--- src/rtl/dbl_pkg.sv ---
package dbl_pkg;
    localparam int ADDR_W = 3;

    typedef enum logic [ADDR_W-1:0] {
        TX_STAT    = 3'd0,
        TX_SET     = 3'd1,
        TX_ACK_ST  = 3'd2,
        TX_ACK_CLR = 3'd3,
        TX_ACK_EN  = 3'd4,
        TX_CTRL    = 3'd5
    } tx_reg_e;

    typedef enum logic [ADDR_W-1:0] {
        RX_STAT  = 3'd0,
        RX_MSTAT = 3'd1,
        RX_CLR   = 3'd2,
        RX_MASK  = 3'd3,
        RX_MSET  = 3'd4,
        RX_MCLR  = 3'd5,
        RX_CTRL  = 3'd6
    } rx_reg_e;

    typedef enum logic {
        ACK_IDLE   = 1'b0,
        ACK_RAISED = 1'b1
    } ack_state_e;
endpackage

--- src/rtl/dbl_flag_store.sv ---
module dbl_flag_store #(
    parameter int FLAG_W = 32
) (
    input  logic              clk,
    input  logic              rst_n,
    input  logic [FLAG_W-1:0] set_bits,
    input  logic [FLAG_W-1:0] clr_bits,
    output logic [FLAG_W-1:0] flags,
    output logic              any_dropped
);
    logic [FLAG_W-1:0] flags_nxt;
    logic [FLAG_W-1:0] dropped;

    always_comb begin
        dropped   = clr_bits & flags & ~set_bits;
        flags_nxt = (flags & ~clr_bits) | set_bits;
    end

    always_ff @(posedge clk or negedge rst_n) begin
        if (!rst_n) flags <= '0;
        else        flags <= flags_nxt;
    end

    assign any_dropped = |dropped;


    set_takes_chk: assert property (@(posedge clk) disable iff (!rst_n)
        (|set_bits) |=> ((flags & $past(set_bits)) == $past(set_bits)));

    clr_takes_chk: assert property (@(posedge clk) disable iff (!rst_n)
        (|(clr_bits & ~set_bits)) |=> ((flags & $past(clr_bits & ~set_bits)) == '0));
endmodule

--- src/rtl/dbl_rx_mask.sv ---
module dbl_rx_mask #(
    parameter int FLAG_W = 32
) (
    input  logic              clk,
    input  logic              rst_n,
    input  logic [FLAG_W-1:0] mset_bits,
    input  logic [FLAG_W-1:0] mclr_bits,
    input  logic [FLAG_W-1:0] flags,
    output logic [FLAG_W-1:0] mask,
    output logic [FLAG_W-1:0] masked,
    output logic              irq
);
    always_ff @(posedge clk or negedge rst_n) begin
        if (!rst_n) mask <= '1;
        else        mask <= (mask & ~mclr_bits) | mset_bits;
    end

    always_comb begin
        masked = flags & ~mask;
        irq    = |masked;
    end


    mask_set_chk: assert property (@(posedge clk) disable iff (!rst_n)
        (|mset_bits) |=> ((mask & $past(mset_bits)) == $past(mset_bits)));

    mask_clr_chk: assert property (@(posedge clk) disable iff (!rst_n)
        (|(mclr_bits & ~mset_bits)) |=> ((mask & $past(mclr_bits & ~mset_bits)) == '0));
endmodule

--- src/rtl/dbl_ack_fsm.sv ---
module dbl_ack_fsm
    import dbl_pkg::*;
(
    input  logic clk,
    input  logic rst_n,
    input  logic raise,
    input  logic ack_clr,
    input  logic ack_en,
    output logic status,
    output logic irq
);
    ack_state_e state, state_nxt;

    always_comb begin
        state_nxt = state;
        unique case (state)
            ACK_IDLE:   if (raise) state_nxt = ACK_RAISED;
            ACK_RAISED: if (ack_clr && !raise) state_nxt = ACK_IDLE;
            default:    state_nxt = ACK_IDLE;
        endcase
    end

    always_ff @(posedge clk or negedge rst_n) begin
        if (!rst_n) state <= ACK_IDLE;
        else        state <= state_nxt;
    end

    always_comb begin
        status = (state == ACK_RAISED);
        irq    = status & ack_en;
    end


    ack_raise_chk: assert property (@(posedge clk) disable iff (!rst_n)
        raise |=> status);

    ack_clear_chk: assert property (@(posedge clk) disable iff (!rst_n)
        (ack_clr && !raise) |=> !status);
endmodule

--- src/rtl/doorbell_window.sv ---
module doorbell_window
    import dbl_pkg::*;
#(
    parameter int FLAG_W = 32
) (
    input  logic              clk,
    input  logic              rst_n,
    input  logic              tx_wen,
    input  logic [2:0]        tx_addr,
    input  logic [FLAG_W-1:0] tx_wdata,
    output logic [FLAG_W-1:0] tx_rdata,
    output logic              tx_irq,
    output logic              tx_comb_irq,
    input  logic              rx_wen,
    input  logic [2:0]        rx_addr,
    input  logic [FLAG_W-1:0] rx_wdata,
    output logic [FLAG_W-1:0] rx_rdata,
    output logic              rx_irq,
    output logic              rx_comb_irq
);
    localparam logic [FLAG_W-1:0] ZERO = '0;

    logic [FLAG_W-1:0] set_bits, clr_bits, mset_bits, mclr_bits;
    logic [FLAG_W-1:0] flags, mask, masked;
    logic              any_dropped, ack_status, ack_clr;
    logic              ack_en, tx_cmb_en, rx_cmb_en;

    always_comb begin
        set_bits  = (tx_wen && tx_addr == TX_SET)  ? tx_wdata : ZERO;
        clr_bits  = (rx_wen && rx_addr == RX_CLR)  ? rx_wdata : ZERO;
        mset_bits = (rx_wen && rx_addr == RX_MSET) ? rx_wdata : ZERO;
        mclr_bits = (rx_wen && rx_addr == RX_MCLR) ? rx_wdata : ZERO;
        ack_clr   = tx_wen && tx_addr == TX_ACK_CLR && tx_wdata[0];
    end

    always_ff @(posedge clk or negedge rst_n) begin
        if (!rst_n) begin
            ack_en    <= 1'b0;
            tx_cmb_en <= 1'b0;
            rx_cmb_en <= 1'b0;
        end else begin
            if (tx_wen && tx_addr == TX_ACK_EN) ack_en    <= tx_wdata[0];
            if (tx_wen && tx_addr == TX_CTRL)   tx_cmb_en <= tx_wdata[0];
            if (rx_wen && rx_addr == RX_CTRL)   rx_cmb_en <= rx_wdata[0];
        end
    end

    dbl_flag_store #(.FLAG_W(FLAG_W)) u_flags (
        .clk(clk), .rst_n(rst_n), .set_bits(set_bits), .clr_bits(clr_bits),
        .flags(flags), .any_dropped(any_dropped)
    );

    dbl_rx_mask #(.FLAG_W(FLAG_W)) u_mask (
        .clk(clk), .rst_n(rst_n), .mset_bits(mset_bits), .mclr_bits(mclr_bits),
        .flags(flags), .mask(mask), .masked(masked), .irq(rx_irq)
    );

    dbl_ack_fsm u_ack (
        .clk(clk), .rst_n(rst_n), .raise(any_dropped), .ack_clr(ack_clr),
        .ack_en(ack_en), .status(ack_status), .irq(tx_irq)
    );

    always_comb begin
        tx_rdata = ZERO;
        case (tx_addr)
            TX_STAT:   tx_rdata = flags;
            TX_ACK_ST: tx_rdata = {{(FLAG_W-1){1'b0}}, ack_status};
            TX_ACK_EN: tx_rdata = {{(FLAG_W-1){1'b0}}, ack_en};
            TX_CTRL:   tx_rdata = {{(FLAG_W-1){1'b0}}, tx_cmb_en};
            default:   tx_rdata = ZERO;
        endcase
    end

    always_comb begin
        rx_rdata = ZERO;
        case (rx_addr)
            RX_STAT:  rx_rdata = flags;
            RX_MSTAT: rx_rdata = masked;
            RX_MASK:  rx_rdata = mask;
            RX_CTRL:  rx_rdata = {{(FLAG_W-1){1'b0}}, rx_cmb_en};
            default:  rx_rdata = ZERO;
        endcase
    end

    assign tx_comb_irq = tx_irq & tx_cmb_en;
    assign rx_comb_irq = rx_irq & rx_cmb_en;


    tx_irq_gate_chk: assert property (@(posedge clk) disable iff (!rst_n)
        tx_irq |-> (ack_en && ack_status));

    rx_comb_gate_chk: assert property (@(posedge clk) disable iff (!rst_n)
        rx_comb_irq |-> (rx_cmb_en && (|masked)));

    tx_comb_gate_chk: assert property (@(posedge clk) disable iff (!rst_n)
        tx_comb_irq |-> (tx_cmb_en && tx_irq));
endmodule

--- config.mk ---
export PLATFORM = sky130hd
export DESIGN_NAME = doorbell_window
export DESIGN_NICKNAME = d
export VERILOG_FILES = /design/src/rtl/dbl_pkg.sv /design/src/rtl/dbl_flag_store.sv /design/src/rtl/dbl_rx_mask.sv /design/src/rtl/dbl_ack_fsm.sv /design/src/rtl/doorbell_window.sv
export SDC_FILE = /design/constraint.sdc
export NUM_CORES = 1
export LEC_CHECK = 0
export ABC_CLOCK_PERIOD_IN_PS = 1300
export CAP_MARGIN = 20
export CORE_UTILIZATION = 42
export DETAILED_ROUTE_END_ITERATION = 8
export GPL_TIMING_DRIVEN = 0
export PLACE_DENSITY = 0.78
export SLEW_MARGIN = 20
export SYNTH_ARGS = -nofsm -noshare
export SYNTH_HDL_FRONTEND = slang
export SYNTH_SLANG_ARGS = --single-unit
--- constraint.sdc ---
create_clock -name clk -period 1.3 [get_ports clk]
set_input_delay 0.13 -clock clk [delete_from_list [all_inputs] [get_ports clk]]
set_output_delay 0.13 -clock clk [all_outputs]
set_load 0.02 [all_outputs]
After elaboration in Yosys (flattened, before gate mapping)
Index checks and enable logic that the tools add are counted.
{ "totals": {"out_inout_bits": 68, "input_bits": 74, "mem_count": 0, "reg_bits": 68, "latch_bits": 0, "romBits": 0, "word_cells": 56, "mem_bits_rw": 0} }
{ "classes": {"n_mul": 0, "bitwise_logic": 15, "n_lt_le_gt_ge": 0, "eq_ne": 11, "n_addsub": 0, "muxes": 9, "n_reduce_logical": 15, "n_shift": 0, "div_mod_pow": 0} }
{ "ops": {"columns": ["op", "count"], "rows": [
  ["$pmux W32 S4", 2],
  ["$and A32 B32 Y32", 5],
  ["$mux W32", 4],
  ["$not A32 Y32", 4],
  ["$or A32 B32 Y32", 2],
  ["$reduce_or A32 Y1", 2],
  ["$eq A3 B3 Y1 const B", 5],
  ["$eq A3 B2 Y1 const B", 4],
  ["$logic_and A1 B1 Y1", 10],
  ["$eq A3 B1 Y1 const B", 2],
  ["$logic_not A3 Y1", 2],
  ["$and A1 B1 Y1", 3],
  ["$mux W1", 2],
  ["$pmux W1 S2", 1],
  ["$logic_not A1 Y1", 1],
  ["$not A1 Y1", 1]
]} }

Depth between registers and ports, before layout
Gate-level depths: netlist of run 1.
{ "logic_depth": {"depth_word": 10, "depth_mapped": 8, "ltp_nobuf": 6} }

Modules after synthesis
A second synthesis of run 1 with hierarchy kept.
{ "hier_totals": {"hier_cells": 610, "area_unflattened_um2": 5188.7} }
{ "modules_own_cells": {"columns": ["module", "area_per_inst_um2", "seq_area_each_um2", "instances", "cells_each"], "rows": [
  ["doorbell_window", 2172.1, 75.1, 1, 316],
  ["dbl_rx_mask", 1551.5, 840.8, 1, 139],
  ["dbl_flag_store", 1422.6, 800.8, 1, 151],
  ["dbl_ack_fsm", 42.5, 25.0, 1, 4]
]} }

Least setup slack after synthesis of run 1
Ideal clock, no wire load.
{ "synth_path": {"path_type": "input to output", "from": "in rx_addr[0]", "to": "out rx_rdata[0]", "path_buffers": 3, "arrival_ns": 1.508, "t_required_ns": 1.170, "setup_slack_ns": -0.338, "cell_stages": 5, "path_cell_list": "clkbuf_1 -> clkbuf_1 -> clkbuf_1 -> a31oi_1 -> o21ai_0"} }
{ "synth_via": {"elab_chain_cells": 2, "word_cells_on_any_way": 5, "classes_between": "eq/ne (3); mux (1); reduce/logical (1)"} }
{ "synth_rtl": {"columns": ["item", "line", "text"], "rows": [
  ["from (decl)", "doorbell_window.sv:15", "input logic [2:0] rx_addr,"],
  ["$eq A3 B3 Y1 (tied with other cells)", "doorbell_window.sv:76", "case (rx_addr)"],
  ["$pmux W32 S4 *", "doorbell_window.sv:76", null],
  ["to (decl)", "doorbell_window.sv:17", "output logic [FLAG_W-1:0] rx_rdata,"]
]} }
Mark *: on every way between the ends. The rest lies on a longest branch, timed or not.

Final worst setup path of run 1
{ "layout_path": {"from": "reg u_mask.mask[26]", "to": "out rx_comb_irq"} }
{ "layout_via": {"elab_chain_cells": 4} }
{ "layout_rtl": {"columns": ["item", "line", "text"], "rows": [
  ["from (decl)", "dbl_rx_mask.sv:9", "output logic [FLAG_W-1:0] mask,"],
  ["from (signal assigned)", "dbl_rx_mask.sv:15", "else mask <= (mask & ~mclr_bits) | mset_bits;"],
  ["$not A32 Y32", "dbl_rx_mask.sv:19", "masked = flags & ~mask;"],
  ["$and A32 B32 Y32", "dbl_rx_mask.sv:19", null],
  ["$reduce_or A32 Y1", "dbl_rx_mask.sv:20", "irq = |masked;"],
  ["$and A1 B1 Y1", "doorbell_window.sv:86", "assign rx_comb_irq = rx_irq & rx_cmb_en;"],
  ["to (decl)", "doorbell_window.sv:19", "output logic rx_comb_irq"]
]} }
Every way passes these cells.

==> results of run 1 <==
cell families after synthesis:
group | synth area share [%]
flops | 41.38
mux | 1.040
compound gates | 27.02
buf+inv | 6.688
simple gates | 23.87
metal layers:
metal  track usage, %  vias up
met1            42.96     2436
met4            19.23        0
met5                0        -
met2            54.05      368
met3            8.003       86
li1                 -     2300
state kept, by name (all words and copies together) (netlist names):
register,flops
u_mask.mask,32
rx_cmb_en,1
ack_en,1
u_flags.flags,32
u_ack.status,1
tx_cmb_en,1
timing repair:
action	in CTS	in global routing
resized for setup	406	94
gates cloned	0	1
setup endpoints to repair	131	71
hold endpoints to repair	19	0
buffers inserted	17	20
hold buffers	1	0
pin swaps	18	32
how the worst max path moves through the flow:
stage / from / to / slack [ns] / cells past startpoint
after global routing: u_mask.mask[11] / rx_comb_irq / -0.73 / 5
final: u_mask.mask[26] / rx_comb_irq / -0.68 / 5
after CTS: u_mask.mask[23] / rx_comb_irq / -0.67 / 5
after floorplan: u_mask.mask[18] / rx_comb_irq / -0.23 / 4
after global placement: rst_n / u_flags.flags[8] / -2.22 / 1
after detailed placement: tx_addr[1] / tx_rdata[12] / -1.62 / 5
power groups by stage:
| stage | registers, W | clock network, W | logic, W |
|---|---|---|---|
| 2_1_floorplan | 0.00301 | 0 | 0.00146 |
| 3_5_place_dp | 0.00314 | 0 | 0.00249 |
| 6_report | 0.00315 | 0.00187 | 0.00322 |
| 3_3_place_gp | 0.00312 | 0 | 0.00243 |
| 4_1_cts | 0.00310 | 0.00186 | 0.00276 |
| 5_1_grt | 0.00320 | 0.00198 | 0.00343 |
synth_stat cells (all sizes together), types with 3 or more instances:
cell	instances	area share [%]
nor2	33	2.9
buf	8	1.1
a31oi	42	6.2
nand4	4	0.59
nand2	138	12
mux2	3	0.80
dfstp	32	20
a21oi	27	3.2
o21ai	33	3.9
a21o	14	2.5
dfrtp	36	21
inv	32	2.9
a22o	6	1.2
and2	33	4.9
nand3	8	0.95
a211oi	36	6.4
clkbuf	31	2.8
o22ai	18	2.7
nor4	5	0.74
per-stage QoR:
step	power [W]	util (%)	hold slack [ns]	cell area [um2]
after detailed placement	0.005632	60.28	0.1188	5864
after floorplan	0.004477	-	-0.1656	4309
after global placement	0.005550	60.10	0.4794	5847
final	0.008246	69.02	0.1742	6715
after global routing	0.008606	69.02	0.1844	6715
after CTS	0.007714	64.96	0.1664	6320
critical path, cell delays in order, from the launching register on:
cell     delay (ns)
dfstp_2        0.57
o22ai_1        0.11
nor4_4         0.28
nand4_1        0.21
and2_4         0.20
buf_6          0.12
cells in the final DEF, fill, tap and decap left out, drive strengths merged, types with 6 or more instances in the layout:
cell type / count
o22ai: 18
o21ai: 33
and2: 33
clkbuf: 41
dfrtp: 36
a31oi: 42
nand3: 8
nand2: 138
clkdlybuf4s50: 64
buf: 117
a22o: 6
nor2: 33
inv: 32
a211oi: 36
a21oi: 27
dfstp: 32
a21o: 14
final cells by class:
cell class / count / share of cell area [%]
multi-input combinational: 413 / 37.73
sequential: 68 / 25.95
timing repair buffer: 174 / 24.48
buffer: 38 / 4.546
clock buffer: 14 / 2.571
tap: 133 / 2.478
inverter: 32 / 1.789
clock inverter: 1 / 0.4472
==> flow_summary.toml, run 1 <==
[hold_path]
hold_start = "tx_addr[2]"
hold_class = "input pin to flop"
min_path_cells = 3
whs_endpoint = "tx_cmb_en"

[run_status]
status = "finished, violations left"
violations = "negative setup slack"

[clock_tree]
cts_sinks = 68
clk_latency_ns = 0.35
cts_tree = "built"
h-tree-depth = 3
cts_buffers = 9
clk_pin_slew_ns = 0.08
root_buffer = "clkbuf_8"
clockBufferDepth = 2

[worst_setup_path]
worstPathRequired_ns = 1.17
critPathArrivalTime_ns = 1.85
r2r_slack_ns = -0.34
r2r-start = "u_flags.flags[5]"
cp-start-kind = "flop"
path_class = "flop to primary output"
end_kind = "primary output"
cp_max_fo = 4
reg2reg_depth = 6
reg2reg_to = "u_ack.status"

[sta]
timing.slew.headroom_pct = 57.79
post-route-period-util_pct = 152.1
finalHoldViolCount = 0
rsz0062_at_grt = "true"
setup-violations-final = 38
min_period_ns = 1.977
max_freq_mhz = 505.8
clock_skew_ns = 0.006631
tns_ns = -10.26
tightest_slew_ns = 0.6332
setup_ws_ns = -0.6770
slew_viol_final = 0

[pwr]
swShare_pct = 36.51
p_sw_w = 0.003011
leakage_nw = 2.932
p_per_area_nw_per_um2 = 1228
combPwrFrac_pct = 39.1
ir_drop_mv = 0.5900
p_int_w = 0.005236
seq_power_share_pct = 38.2
p_clk_share_pct = 22.6

[yosys]
async_reset_ff_share_pct = 100.0
ys_ff_latch = 68
syn-num-nets = 626
syn_area_per_cell_um2 = 7.625
synth_edf_count = 0
synth_cell_types = 33
synthesis.area_um2 = 4209
synth_warnings = 0
netlist_instances = 552
ys_seq_area_share_pct = 41.38
ys.flop_type = "dfrtp_1"

[drt]
wl_per_cell_um = 20.59
route.met2.wl_um = 8300
antenna_left = 0
drt_pre_antenna_iters = 5
wl_met3_um = 1786
topRoutingLayerUsed = "met4"
vias_per_cell = 5.945
vias = 5190
m1WireLength_um = 6930
drtIter0Drc = 399
routed_wl_um = 17970
drc_errors = 0

[die]
chipHeight_um = 102.1
rows = 36
io_pins = 142
core_um2 = 9729
dieArea_um2 = 10430
start_util_pct = 43.26
fp.dieW_um = 102.1

[global_route]
antenna_found_initial = 0
grt_usage_pct = 34.14
grt_pass1_vias = 4789
grt.overflow.total = 0
grt_pass1_wl_um = 25990
grt_max_degree = 36

[placed_design]
post-place-ws_ns = -1.617
hpwl_um = 12200
gp_congestion = 0.9402
dp_cells = 823
io_buffers = 137

[cells_and_area]
final_nets = 810
diodes = 0
syn2layout_area_growth_pct = 59.54
multi_input_area_um2 = 2534
fillers = 787
drive_gt1_share_pct = 36.89
ff_latch_area_um2 = 1743
stdcell_count = 873

[flow_run]
drv_cap = 0
Note: power is estimated with default switching activity, not from simulation.
==> run 2, diff against run 1 <==
- CORE_UTILIZATION: 42 -> 40
- PLACE_DENSITY: 0.78 -> 0.74
==> run 2 against run 1 <==
The run still ends with negative setup slack left. Setup slack got worse by 0.0049 ns. Hold slack got worse by 0.021 ns. Critical path depth unchanged. Sequential share of layout area decreased by 1.2 points. Final cell count increased by 3.0%. First-iteration DRC count decreased by 4.8%. Largest power group unchanged. Critical endpoint unchanged. Clock-buffer cell count decreased by 4.
==> flow_summary.toml, run 2 (synthesis gave the netlist of run 1 again) <==
[die]
rows = 37
dieArea_um2 = 10940
chipHeight_um = 104.6
fp.dieW_um = 104.6
core_um2 = 10280
start_util_pct = 40.95
io_pins = 142

[worst_setup_path]
critPathArrivalTime_ns = 1.85
cp-start-kind = "flop"
end_kind = "primary output"
r2r_slack_ns = -0.28
cp_max_fo = 2
reg2reg_depth = 7
reg2reg_to = "u_ack.status"
crit_slowest_cell = "dfstp_2"
path_class = "flop to primary output"
path_cells = "o22ai_2 -> nor4_2 -> nand4_1 -> and2_4 -> buf_6"
r2r-start = "u_flags.flags[1]"
cpLargestDelayFamily = "simple AND/OR/NAND/NOR gates"
worstPathRequired_ns = 1.17
path_buf_inv = 1
cpPeakStageDelay_ns = 0.56

[drt]
vias_per_cell = 5.888
vias = 5293
wl_per_cell_um = 20.40
drtIter0Drc = 380
drt_pre_antenna_iters = 5
routed_wl_um = 18340
drc_errors = 0
antenna_left = 0

[run_status]
status = "finished, violations left"
violations = "negative setup slack"

[cells_and_area]
final_nets = 832
reg_top3 = "u_flags.flags x32, u_mask.mask x32"
diodes = 0
layout_commonest_cell = "nand2_1"
mostFrequentLayoutCells = "nand2_1 (135), buf_6 (74), clkdlybuf4s50_1 (64)"
drive_gt1_share_pct = 40.63
ff_latch_area_um2 = 1742
syn2layout_area_growth_pct = 66.91
multi_input_area_um2 = 2567
fillers = 837
fin_util_pct = 68.36

[global_route]
use_met3_pct = 6.176
grt_util_met1_pct = 42.22
antenna_found_initial = 0
met2_usage_pct = 53.03
grt_pass1_vias = 4938
grt_pass1_wl_um = 26970
grt.busiest_layer = "met2"
grt_usage_pct = 32.50
grt.overflow.total = 0
grt_max_degree = 58

[clock_tree]
clk_pin_slew_ns = 0.08
cts_tree = "built"
cts_sinks = 68
clk_latency_ns = 0.36
clockBufferDepth = 2
cts_buffers = 9
h-tree-depth = 3
root_buffer = "clkbuf_8"

[sta]
post-route-period-util_pct = 152.5
slew_viol_final = 0
tns_ns = -11.41
setup-violations-final = 39
timing.slew.headroom_pct = 46.05
max_freq_mhz = 504.6
rsz0062_at_grt = "true"
finalHoldViolCount = 0
min_period_ns = 1.982
setup_ws_ns = -0.6819
tightest_slew_ns = 0.8092
clock_skew_ns = 0.006883

[pwr]
p_per_area_nw_per_um2 = 1263
leakage_nw = 3.109
ir_drop_mv = 0.6171

[placed_design]
hpwl_um = 12090
io_buffers = 137
gp_congestion = 0.9436

[hold_path]
hold_class = "input pin to async pin"

[flow_run]
drv_cap = 0
-- run 2: cell count changes in the layout (fill, tap and decap cells not counted), sizes merged --
cell,change
buf,+21
bufinv,+2
clkbuf,-3
clkdlybuf4s15,-1
clkinv,+2
clkinvlp,+1
dlygate4sd2,+1
-- run 2: worst register-to-register path, cell delays in order, from the launching register on --
cell and delay, ns:
dfrtp_1 0.41, buf_6 0.14, nand2_4 0.06, o22ai_4 0.07, a311oi_4 0.31, nand3_2 0.15
o31ai_4 0.21, nand4_1 0.11
-- run 2: worst max-delay path by stage --
stage / depth (start not counted) / slack, ns / to / from
after global routing: 5 / -0.75 / rx_comb_irq / u_mask.mask[3]
after CTS: 5 / -0.66 / rx_comb_irq / u_mask.mask[23]
after floorplan: 4 / -0.23 / rx_comb_irq / u_mask.mask[18]
final: 5 / -0.68 / rx_comb_irq / u_mask.mask[8]
after global placement: 1 / -2.24 / u_flags.flags[21] / rst_n
after detailed placement: 5 / -1.60 / tx_rdata[5] / tx_addr[1]
-- run 2: stage by stage --
step                total power, W  cells  cell area (um2)  setup slack [ns]  hold WS, ns
CTS                       0.008250    877             6569           -0.6629       0.1533
global placement          0.005557    825             5851            -2.239       0.4809
floorplan                 0.004477    552             4309           -0.2304      -0.1656
finish                    0.008873    899             7025           -0.6819       0.1534
global route              0.009213    899             7025           -0.7488       0.1561
detailed placement        0.005641    826             5876            -1.598    -0.006445
-- run 2: area by class of cell --
cell class              count  share of cell area (%)
multi-input cells         413                   36.54
repair buffers            196                   26.55
flip-flops and latches     68                   24.79
plain buffers              38                   4.435
well taps                 136                   2.422
clock buffers              10                   1.959
inverters                  32                   1.710
clock inverters             6                   1.585
-- run 2: report_power, final --
part | internal (W) | total (W) | switching (W)
clock | 0.00133 | 0.00225 | 0.000921
sequential | 0.00270 | 0.00313 | 0.000431
combinational | 0.00168 | 0.00350 | 0.00182
total | 0.00570 | 0.00887 | 0.00317
-- run 2: layer usage --
metal	wire length, um	part of all wire (%)
met5	0	0
met4	850	4.6
met3	1500	8.2
met2	8589	47
met1	7401	40
-- run 2: repair_timing --
item,in CTS,in global routing
hold buffers,1,0
resized for setup,410,122
buffers inserted,34,32
endpoints found under the setup margin,131,91
hold endpoints to repair,36,0
pin swaps,24,32
